### config.mk
export PLATFORM = sky130hd
export DESIGN_NAME = spike_race_sampler
export DESIGN_NICKNAME = d
export VERILOG_FILES = /design/src/rtl/spk_pkg.sv /design/src/rtl/spk_channel.sv /design/src/rtl/spk_prio_pick.sv /design/src/rtl/spk_sequencer.sv /design/src/rtl/spike_race_sampler.sv
export SDC_FILE = /design/constraint.sdc
export NUM_CORES = 2
export LEC_CHECK = 0
export ABC_AREA = 1
export BUFFER_PORTS_ARGS = -buffer_cell sky130_fd_sc_hd__buf_4
export CAP_MARGIN = 20
export CORE_MARGIN = 10
export CORE_UTILIZATION = 64
export DETAILED_ROUTE_END_ITERATION = 12
export PLACE_DENSITY = 0.88
export SETUP_SLACK_MARGIN = 0.4
export SKIP_LAST_GASP = 1
export SLEW_MARGIN = 20
export SYNTH_ARGS = -nofsm -noshare
export SYNTH_HDL_FRONTEND = slang
export SYNTH_HIERARCHICAL = 1
export SYNTH_SLANG_ARGS = --single-unit
### constraint.sdc
create_clock -name clk -period 4.5 [get_ports clk]
set_clock_uncertainty 0.15 [all_clocks]
set_input_delay 0.225 -clock clk [delete_from_list [all_inputs] [get_ports clk]]
set_output_delay 0.225 -clock clk [all_outputs]
set_load 0.05 [all_outputs]
### src/rtl/spk_pkg.sv
package spk_pkg;

    localparam int CODE_W     = 3;
    localparam int ENV_W      = 7;
    localparam int CHAN_IDX_W = 4;
    localparam int N_CH_DEF   = 16;

    typedef enum logic {
        SEQ_RACE  = 1'b0,
        SEQ_PULSE = 1'b1
    } seq_state_t;

    typedef struct packed {
        logic                  valid;
        logic [CHAN_IDX_W-1:0] chan;
        logic [ENV_W-1:0]      env;
    } spk_event_t;

    // Cycle count for a 3-bit time code: (code + 1) prescaler periods.
    function automatic int code_ticks(input logic [CODE_W-1:0] code, input int div);
        return (int'(code) + 1) * div;
    endfunction

endpackage

### src/rtl/spk_channel.sv
module spk_channel #(
    parameter int               SAMP_W = 8,
    parameter int               ACC_W  = 16,
    parameter int               CODE_W = 3,
    parameter int               CNT_W  = 8,
    parameter logic [ACC_W-1:0] THRESH = '1
) (
    input  logic              clk,
    input  logic              rst,
    input  logic [SAMP_W-1:0] samp_i,
    input  logic [CODE_W-1:0] gain_i,
    input  logic              clear_i,
    input  logic              refr_load_i,
    input  logic [CNT_W-1:0]  refr_len_i,
    output logic              req_o
);
    localparam int MUL_W = SAMP_W + CODE_W + 1;
    localparam int SUM_W = ((ACC_W > MUL_W) ? ACC_W : MUL_W) + 1;
    localparam logic [ACC_W-1:0] ACC_MAX = '1;

    logic [ACC_W-1:0] acc_q, acc_d;
    logic [CNT_W-1:0] rcnt_q;
    logic             blocked;
    logic [CODE_W:0]  mult;
    logic [MUL_W-1:0] scaled;
    logic [SUM_W-1:0] sum;

    assign blocked = (rcnt_q != '0);
    assign mult    = {1'b0, gain_i} + {{CODE_W{1'b0}}, 1'b1};
    assign scaled  = MUL_W'(samp_i) * MUL_W'(mult);
    assign sum     = SUM_W'(acc_q) + SUM_W'(scaled);

    always_comb begin
        if (clear_i || blocked) begin
            acc_d = '0;
        end else if (sum > SUM_W'(ACC_MAX)) begin
            acc_d = ACC_MAX;
        end else begin
            acc_d = sum[ACC_W-1:0];
        end
    end

    always_ff @(posedge clk) begin
        if (rst) begin
            acc_q  <= '0;
            rcnt_q <= '0;
        end else begin
            acc_q <= acc_d;
            if (refr_load_i) begin
                rcnt_q <= refr_len_i;
            end else if (blocked) begin
                rcnt_q <= rcnt_q - 1'b1;
            end
        end
    end

    assign req_o = !blocked && (acc_q >= THRESH);

    AST_ACC_NO_WRAP: assert property (@(posedge clk) disable iff (rst)
        (!clear_i && !blocked) |=> (acc_q >= $past(acc_q)));
    AST_CLEAR_HOLDS: assert property (@(posedge clk) disable iff (rst)
        clear_i |=> (acc_q == '0));
    AST_REFR_SILENT: assert property (@(posedge clk) disable iff (rst)
        blocked |-> (acc_q == '0 && !req_o));

endmodule

### src/rtl/spk_prio_pick.sv
module spk_prio_pick #(
    parameter int N     = 16,
    parameter int IDX_W = 4
) (
    input  logic [N-1:0]     req_i,
    output logic             any_o,
    output logic [IDX_W-1:0] idx_o
);
    always_comb begin
        idx_o = '0;
        for (int i = N - 1; i >= 0; i--) begin
            if (req_i[i]) begin
                idx_o = IDX_W'(i);
            end
        end
    end

    assign any_o = |req_i;

endmodule

### src/rtl/spk_sequencer.sv
module spk_sequencer import spk_pkg::*; #(
    parameter int CNT_W = 8
) (
    input  logic                  clk,
    input  logic                  rst,
    input  logic                  win_i,
    input  logic [CHAN_IDX_W-1:0] win_idx_i,
    input  logic [ENV_W-1:0]      win_env_i,
    input  logic [CNT_W-1:0]      plen_i,
    output logic                  busy_o,
    output logic                  done_o,
    output spk_event_t            ev_o
);
    seq_state_t            state_q;
    logic [CNT_W-1:0]      pcnt_q;
    logic [CHAN_IDX_W-1:0] idx_q;
    logic [ENV_W-1:0]      env_q;

    always_ff @(posedge clk) begin
        if (rst) begin
            state_q <= SEQ_RACE;
            pcnt_q  <= '0;
            idx_q   <= '0;
            env_q   <= '0;
        end else begin
            case (state_q)
                SEQ_RACE: begin
                    if (win_i) begin
                        state_q <= SEQ_PULSE;
                        pcnt_q  <= plen_i - 1'b1;
                        idx_q   <= win_idx_i;
                        env_q   <= win_env_i;
                    end
                end
                SEQ_PULSE: begin
                    if (pcnt_q == '0) begin
                        state_q <= SEQ_RACE;
                    end else begin
                        pcnt_q <= pcnt_q - 1'b1;
                    end
                end
                default: state_q <= SEQ_RACE;
            endcase
        end
    end

    assign busy_o   = (state_q == SEQ_PULSE);
    assign done_o   = busy_o && (pcnt_q == '0);
    assign ev_o.valid = busy_o;
    assign ev_o.chan  = busy_o ? idx_q : '0;
    assign ev_o.env   = busy_o ? env_q : '0;

    AST_EV_GAP: assert property (@(posedge clk) disable iff (rst)
        $fell(ev_o.valid) |=> !ev_o.valid);
    AST_IDLE_ZERO: assert property (@(posedge clk) disable iff (rst)
        !ev_o.valid |-> (ev_o.chan == '0 && ev_o.env == '0));
    AST_EV_HOLD: assert property (@(posedge clk) disable iff (rst)
        (ev_o.valid && $past(ev_o.valid)) |-> ($stable(ev_o.chan) && $stable(ev_o.env)));

endmodule

### src/rtl/spike_race_sampler.sv
module spike_race_sampler import spk_pkg::*; #(
    parameter int               N_CH    = N_CH_DEF,
    parameter int               SAMP_W  = 8,
    parameter int               ACC_W   = 16,
    parameter logic [ACC_W-1:0] THRESH  = 16'd20000,
    parameter int               PRE_DIV = 6250
) (
    input  logic                       clk,
    input  logic                       rst,
    input  logic [N_CH*SAMP_W-1:0]     samp_i,
    input  logic [N_CH*ENV_W-1:0]      env_i,
    input  logic [N_CH*CODE_W-1:0]     gain_cfg_i,
    input  logic [CODE_W-1:0]          width_cfg_i,
    input  logic [CODE_W-1:0]          refr_cfg_i,
    output logic                       ev_valid_o,
    output logic [CHAN_IDX_W-1:0]      ev_chan_o,
    output logic [ENV_W-1:0]           ev_env_o
);
    localparam int MAX_TICKS = (1 << CODE_W) * PRE_DIV;
    localparam int CNT_W     = $clog2(MAX_TICKS + 1);

    logic [N_CH-1:0]       req;
    logic [N_CH-1:0]       refr_load;
    logic                  any_req, win, busy, done;
    logic [CHAN_IDX_W-1:0] pick_idx;
    logic [ENV_W-1:0]      pick_env;
    logic [CNT_W-1:0]      plen, rlen;
    spk_event_t            ev;

    assign plen = CNT_W'(code_ticks(width_cfg_i, PRE_DIV));
    assign rlen = CNT_W'(code_ticks(refr_cfg_i, PRE_DIV));

    for (genvar c = 0; c < N_CH; c++) begin : g_ch
        assign refr_load[c] = done && (ev.chan == CHAN_IDX_W'(c));

        spk_channel #(
            .SAMP_W (SAMP_W),
            .ACC_W  (ACC_W),
            .CODE_W (CODE_W),
            .CNT_W  (CNT_W),
            .THRESH (THRESH)
        ) u_ch (
            .clk         (clk),
            .rst         (rst),
            .samp_i      (samp_i[c*SAMP_W +: SAMP_W]),
            .gain_i      (gain_cfg_i[c*CODE_W +: CODE_W]),
            .clear_i     (win || busy),
            .refr_load_i (refr_load[c]),
            .refr_len_i  (rlen),
            .req_o       (req[c])
        );
    end

    spk_prio_pick #(
        .N     (N_CH),
        .IDX_W (CHAN_IDX_W)
    ) u_pick (
        .req_i (req),
        .any_o (any_req),
        .idx_o (pick_idx)
    );

    assign win      = any_req && !busy;
    assign pick_env = env_i[pick_idx*ENV_W +: ENV_W];

    spk_sequencer #(
        .CNT_W (CNT_W)
    ) u_seq (
        .clk       (clk),
        .rst       (rst),
        .win_i     (win),
        .win_idx_i (pick_idx),
        .win_env_i (pick_env),
        .plen_i    (plen),
        .busy_o    (busy),
        .done_o    (done),
        .ev_o      (ev)
    );

    assign ev_valid_o = ev.valid;
    assign ev_chan_o  = ev.chan;
    assign ev_env_o   = ev.env;

    AST_WIN_IS_REQ: assert property (@(posedge clk) disable iff (rst)
        win |-> req[pick_idx]);
    AST_WIN_LOWEST: assert property (@(posedge clk) disable iff (rst)
        win |-> ((req & ((N_CH'(1) << pick_idx) - N_CH'(1))) == '0));
    AST_WIN_STARTS: assert property (@(posedge clk) disable iff (rst)
        win |=> (ev_valid_o && ev_chan_o == $past(pick_idx)));

endmodule

==> metrics.md <==
| Metric | Value |
|---|---|
| Number of storage elements in the synthesis netlist | `540` |
| Largest fanout on the critical path | `roughly 40` |
| Synth async-reset ratio | `0%` |
| Dominant synthesized flop cell | `sky130_fd_sc_hd__dfxtp_1` |
| Critical register-to-register path endpoint | `u_seq/env_q[3]$_SDFFE_PP0P_` |
| Hold Path Depth | `5` |
| Static leakage power | `between 0.03 and 0.04 uW` |
| Proportion of layout cells with a drive suffix above 1 | `a little under a tenth` |
| Placed Instance Area | `roughly 61,000 sq um` |
| Overflow after GRT | `0` |
| Post-Synthesis Cells | `between 9,000 and 10,000` |
| CTS tree | `yes` |
| Most area-hungry cell type in the Yosys netlist | `sky130_fd_sc_hd__dfxtp_1` |
| Slowest cell delay on critical path | `about 0.37 ns` |
| Switch share | `a little under half` |
| Flop-to-flop setup slack | `~0.56 ns` |
| FP Rows | `between 100 and 150` |
| Via-to-Cell Ratio | `between 5 and 6` |
| Buffers added on ports | `307` |
| Critical-path top delay cell | `sky130_fd_sc_hd__o211ai_1` |
| Cell area after synthesis | `~57,000 sq um` |
| Antenna violations before repair | `3` |
| Post-layout min period | `~3.9 ns` |
| Setup repair after global routing missed its margin | `true` |
| Sequential cell area in the final layout | `about 11,000 sq um` |
| Effective utilization at floorplan | `64.67%` |
| Last element of the critical path | `u_seq/env_q[3]$_SDFFE_PP0P_` |
| Slew of the pin with the lowest slew margin | `roughly 1.2 ns` |
| Average instance area after synthesis | `between 6 and 7 sq um` |
| Required time reported for the critical path endpoint | `slightly below 5 ns` |
| CTS Root Cell | `sky130_fd_sc_hd__clkbuf_16` |
| Total I/O pin count | `308` |
| PD cells | `~460 nW/um^2` |
| Layout overhead on the synthesized area | `11.04%` |
| Detailed-router iteration count before antenna repair | `6` |
| Clock buffers created by TritonCTS | `just under 70` |
| Nets@finish | `between 10,000 and 15,000` |
| Routed wire length per instance | `13.73 microns` |
| Wire length after detailed routing | `between 100,000 and 150,000 microns` |
| Arrival time of data at the critical path endpoint | `4.31 ns` |
| Most frequent standard cell in the layout excluding fill and tap cells | `sky130_fd_sc_hd__nand2_1` |
| Class of the tightest hold or removal check | `input port to flop` |
| Accumulated negative setup slack | `0 ns` |
| Area fraction of the dominant cell type after synthesis | `18.89%` |
| Final hold violation count | `0` |
| Area of the multi-input gates | `roughly 38,000 sq um` |
| Total DRC errors in the routed layout | `0` |
| Peak clock frequency supported by timing | `~250 MHz` |
| Placeable core area | `between 80,000 and 90,000 sq um` |
| Antenna-violating nets left | `0` |
| Warnings, synthesis | `6` |
| Weighted congestion at the end of routability-driven global placement | `~0.94` |
| Combinational cell fraction of total power | `56.9%` |
| Worst Setup Path Type | `flop to flop` |
| Most prevalent standard cell on the critical path | `sky130_fd_sc_hd__nand2_1` |
| Internal power contribution | `approximately 16,000 uW` |
| Critical path startpoint category | `flop` |
| HPWL after detailed placement | `about 110,000 microns` |
| Share of power burned in registers | `23.4%` |
| Filler cell count in the final layout | `slightly above 7,000` |
| Final Slew Violations | `0` |
| Global Route Usage Sum | `27.71%` |
| Clock-pin slew of the registers on the worst-case setup and hold paths | `0.06 ns` |
| Number of flops mapped to enable cells by yosys | `0` |
| Result of the run | `complete, no violations` |
| Worst setup startpoint | `g_ch[14].u_ch/rcnt_q[0]$_SDFFE_PP0P_` |
| Distinct cell type count after synthesis | `55` |
| Largest net degree at the start of global routing | `99` |
| Clock network power share | `between 10% and 20%` |
| Later-pin clock latency in the skew report | `approximately 0.63 ns` |
| Maximum vdd ir drop | `roughly 0.00034 V` |
| Worst relative slew slack | `a little over a fifth` |
| Die Y-Extent | `roughly 320 microns` |
| Die X-Extent | `319.1 microns` |
| Total die area | `101,800 sq um` |
| R2r worst-path depth | `30` |
| TritonCTS Sinks | `540` |
| Number of global-route vias before repair | `about 54,000` |
| Portion of the post-synthesis area used by sequential elements | `18.89%` |
| R2r startpoint | `g_ch[14].u_ch/rcnt_q[0]$_SDFFE_PP0P_` |
| Nature of the critical path endpoint | `flop` |
| Post-Layout Inst Area | `~64,000 sq um` |
| Deepest clock path buffer count | `3` |
| Commonest cells after routing, fill and taps aside | `sky130_fd_sc_hd__nand2_1, sky130_fd_sc_hd__inv_1, sky130_fd_sc_hd__nor2_1, sky130_fd_sc_hd__dfxtp_1, sky130_fd_sc_hd__a21oi_1` |
| Top post-synthesis cells by area | `sky130_fd_sc_hd__dfxtp_1, sky130_fd_sc_hd__nand2_1, sky130_fd_sc_hd__inv_1` |
| Power dissipated by switching net loads | `about 13,000 uW` |
| Part of the cycle the worst path needs | `~88%` |
| Setup-failing EPs final | `0` |
| Total vias in the final route | `approximately 55,000` |
| Number of design-rule violations left by the first detailed-router iteration | `between 4,000 and 5,000` |
| Maximum Capacitance Violations | `0` |
| Number of levels the H-tree was split into | `3` |
| Global-route wire length before repair | `approximately 250,000 microns` |
==> registers in the layout (all words and copies together), names as in the netlist <==
signal / count
g_ch.u_ch/acc_q: 256
g_ch.u_ch/rcnt_q: 256
u_seq/pcnt_q: 16
u_seq/env_q: 7
u_seq/idx_q: 4
u_seq/busy_o: 1
==> repair_timing <==
item,CTS,global route
setup buffers,2,2
endpoints found under the hold margin,7,0
hold buffers,10,0
endpoints found under the setup margin,7,15
resized for setup,6,21
pin swaps,3,4
==> cells in the mapped netlist (35+ instances only) <==
| master | count |
|---|---|
| sky130_fd_sc_hd__a21oi_1 | 448 |
| sky130_fd_sc_hd__clkbuf_1 | 93 |
| sky130_fd_sc_hd__dfxtp_1 | 540 |
| sky130_fd_sc_hd__fa_1 | 336 |
| sky130_fd_sc_hd__ha_1 | 413 |
| sky130_fd_sc_hd__inv_1 | 2067 |
| sky130_fd_sc_hd__nand2_1 | 2477 |
| sky130_fd_sc_hd__nand2_2 | 55 |
| sky130_fd_sc_hd__nand3_1 | 420 |
| sky130_fd_sc_hd__nand3b_1 | 40 |
| sky130_fd_sc_hd__nand4_1 | 107 |
| sky130_fd_sc_hd__nor2_1 | 979 |
| sky130_fd_sc_hd__nor2_2 | 56 |
| sky130_fd_sc_hd__nor2_4 | 36 |
| sky130_fd_sc_hd__nor3_1 | 64 |
| sky130_fd_sc_hd__o21ai_0 | 178 |
| sky130_fd_sc_hd__o21ai_1 | 35 |
| sky130_fd_sc_hd__or2_2 | 53 |
| sky130_fd_sc_hd__xnor2_1 | 146 |
| sky130_fd_sc_hd__xor2_1 | 114 |
==> per-layer routing <==
layer	share of wire [%]	wire (microns)	global-route usage, %	up-vias
met2	49	70840	49.41	1744
li1	-	-	-	27729
met1	41	59700	33.84	25610
met4	3.3	4818	9.536	4
met3	6.6	9510	3.958	358
met5	0.017	24	0	-
==> cell type report <==
cell class                 count  share of cell area (%)
antenna                        1                0.003938
multi-input combinational   6205                   59.47
timing repair buffer         403                   4.967
clock inverter                20                  0.3997
sequential                   540                   17.01
inverter                    2114                   12.56
clock buffer                 104                   3.292
tap                         1165                   2.294
==> worst min path at each step <==
stage,start,endpoint,slack [ns]
floorplan,rst,g_ch[13].u_ch/rcnt_q[4]$_SDFFE_PP0P_,0.28
global placement,g_ch[10].u_ch/rcnt_q[1]$_SDFFE_PP0P_,g_ch[10].u_ch/rcnt_q[1]$_SDFFE_PP0P_,0.31
detailed placement,g_ch[0].u_ch/rcnt_q[1]$_SDFFE_PP0P_,g_ch[0].u_ch/rcnt_q[1]$_SDFFE_PP0P_,0.32
CTS,samp_i[48],g_ch[6].u_ch/acc_q[0]$_SDFF_PP0_,0.004
global route,samp_i[8],g_ch[1].u_ch/acc_q[0]$_SDFF_PP0_,0.03
finish,gain_cfg_i[0],g_ch[0].u_ch/acc_q[0]$_SDFF_PP0_,0.01
==> per-stage QoR <==
stage	hold WS, ns	setup WS [ns]	power (uW)	cells	util, %
floorplan	0.2797	0.5419	19740	9019	-
global route	0.03421	0.3301	31700	10552	71.80
global placement	0.3134	0.1080	22280	10413	68.89
detailed placement	0.3216	0.01020	22940	10413	68.89
CTS	0.004363	0.4185	28940	10549	71.70
finish	0.01383	0.5577	29030	10552	71.80
==> worst max-delay path, delay by kind of cell (launching register included) <==
family | cells | cell delay (ns)
AO/OA/AOI/OAI | 5 | 0.95
adder cells (fa/ha/maj) | 1 | 0.17
buffers and inverters | 4 | 0.49
flip-flops | 1 | 0.30
AND/OR/NAND/NOR | 20 | 1.76
==> power groups by stage <==
stage | Sequential, uW | Combinational, uW | Clock, uW
floorplan | 6630 | 13100 | 0
finish | 6780 | 16500 | 5730
CTS | 6740 | 16300 | 5850
detailed placement | 6820 | 16100 | 0
global placement | 6790 | 15500 | 0
global route | 6900 | 18800 | 6030
==> logic make-up (layout without fill, tap and decap cells) <==
group / Yosys count / after routing / share of synthesized area (%)
muxes: 1 / 1 / 0.01749
adders and majority gates: 749 / 749 / 20.78
DFF: 540 / 540 / 18.89
buffers and inverters: 2274 / 2641 / 15.52
other: 1 / 18 / 0.006552
and+or+nand+nor: 4407 / 4407 / 33.37
AOI/OAI and AO/OA: 771 / 771 / 7.441
xor gates and xnor gates: 260 / 260 / 3.979
Power figures use the tool's default switching activity.
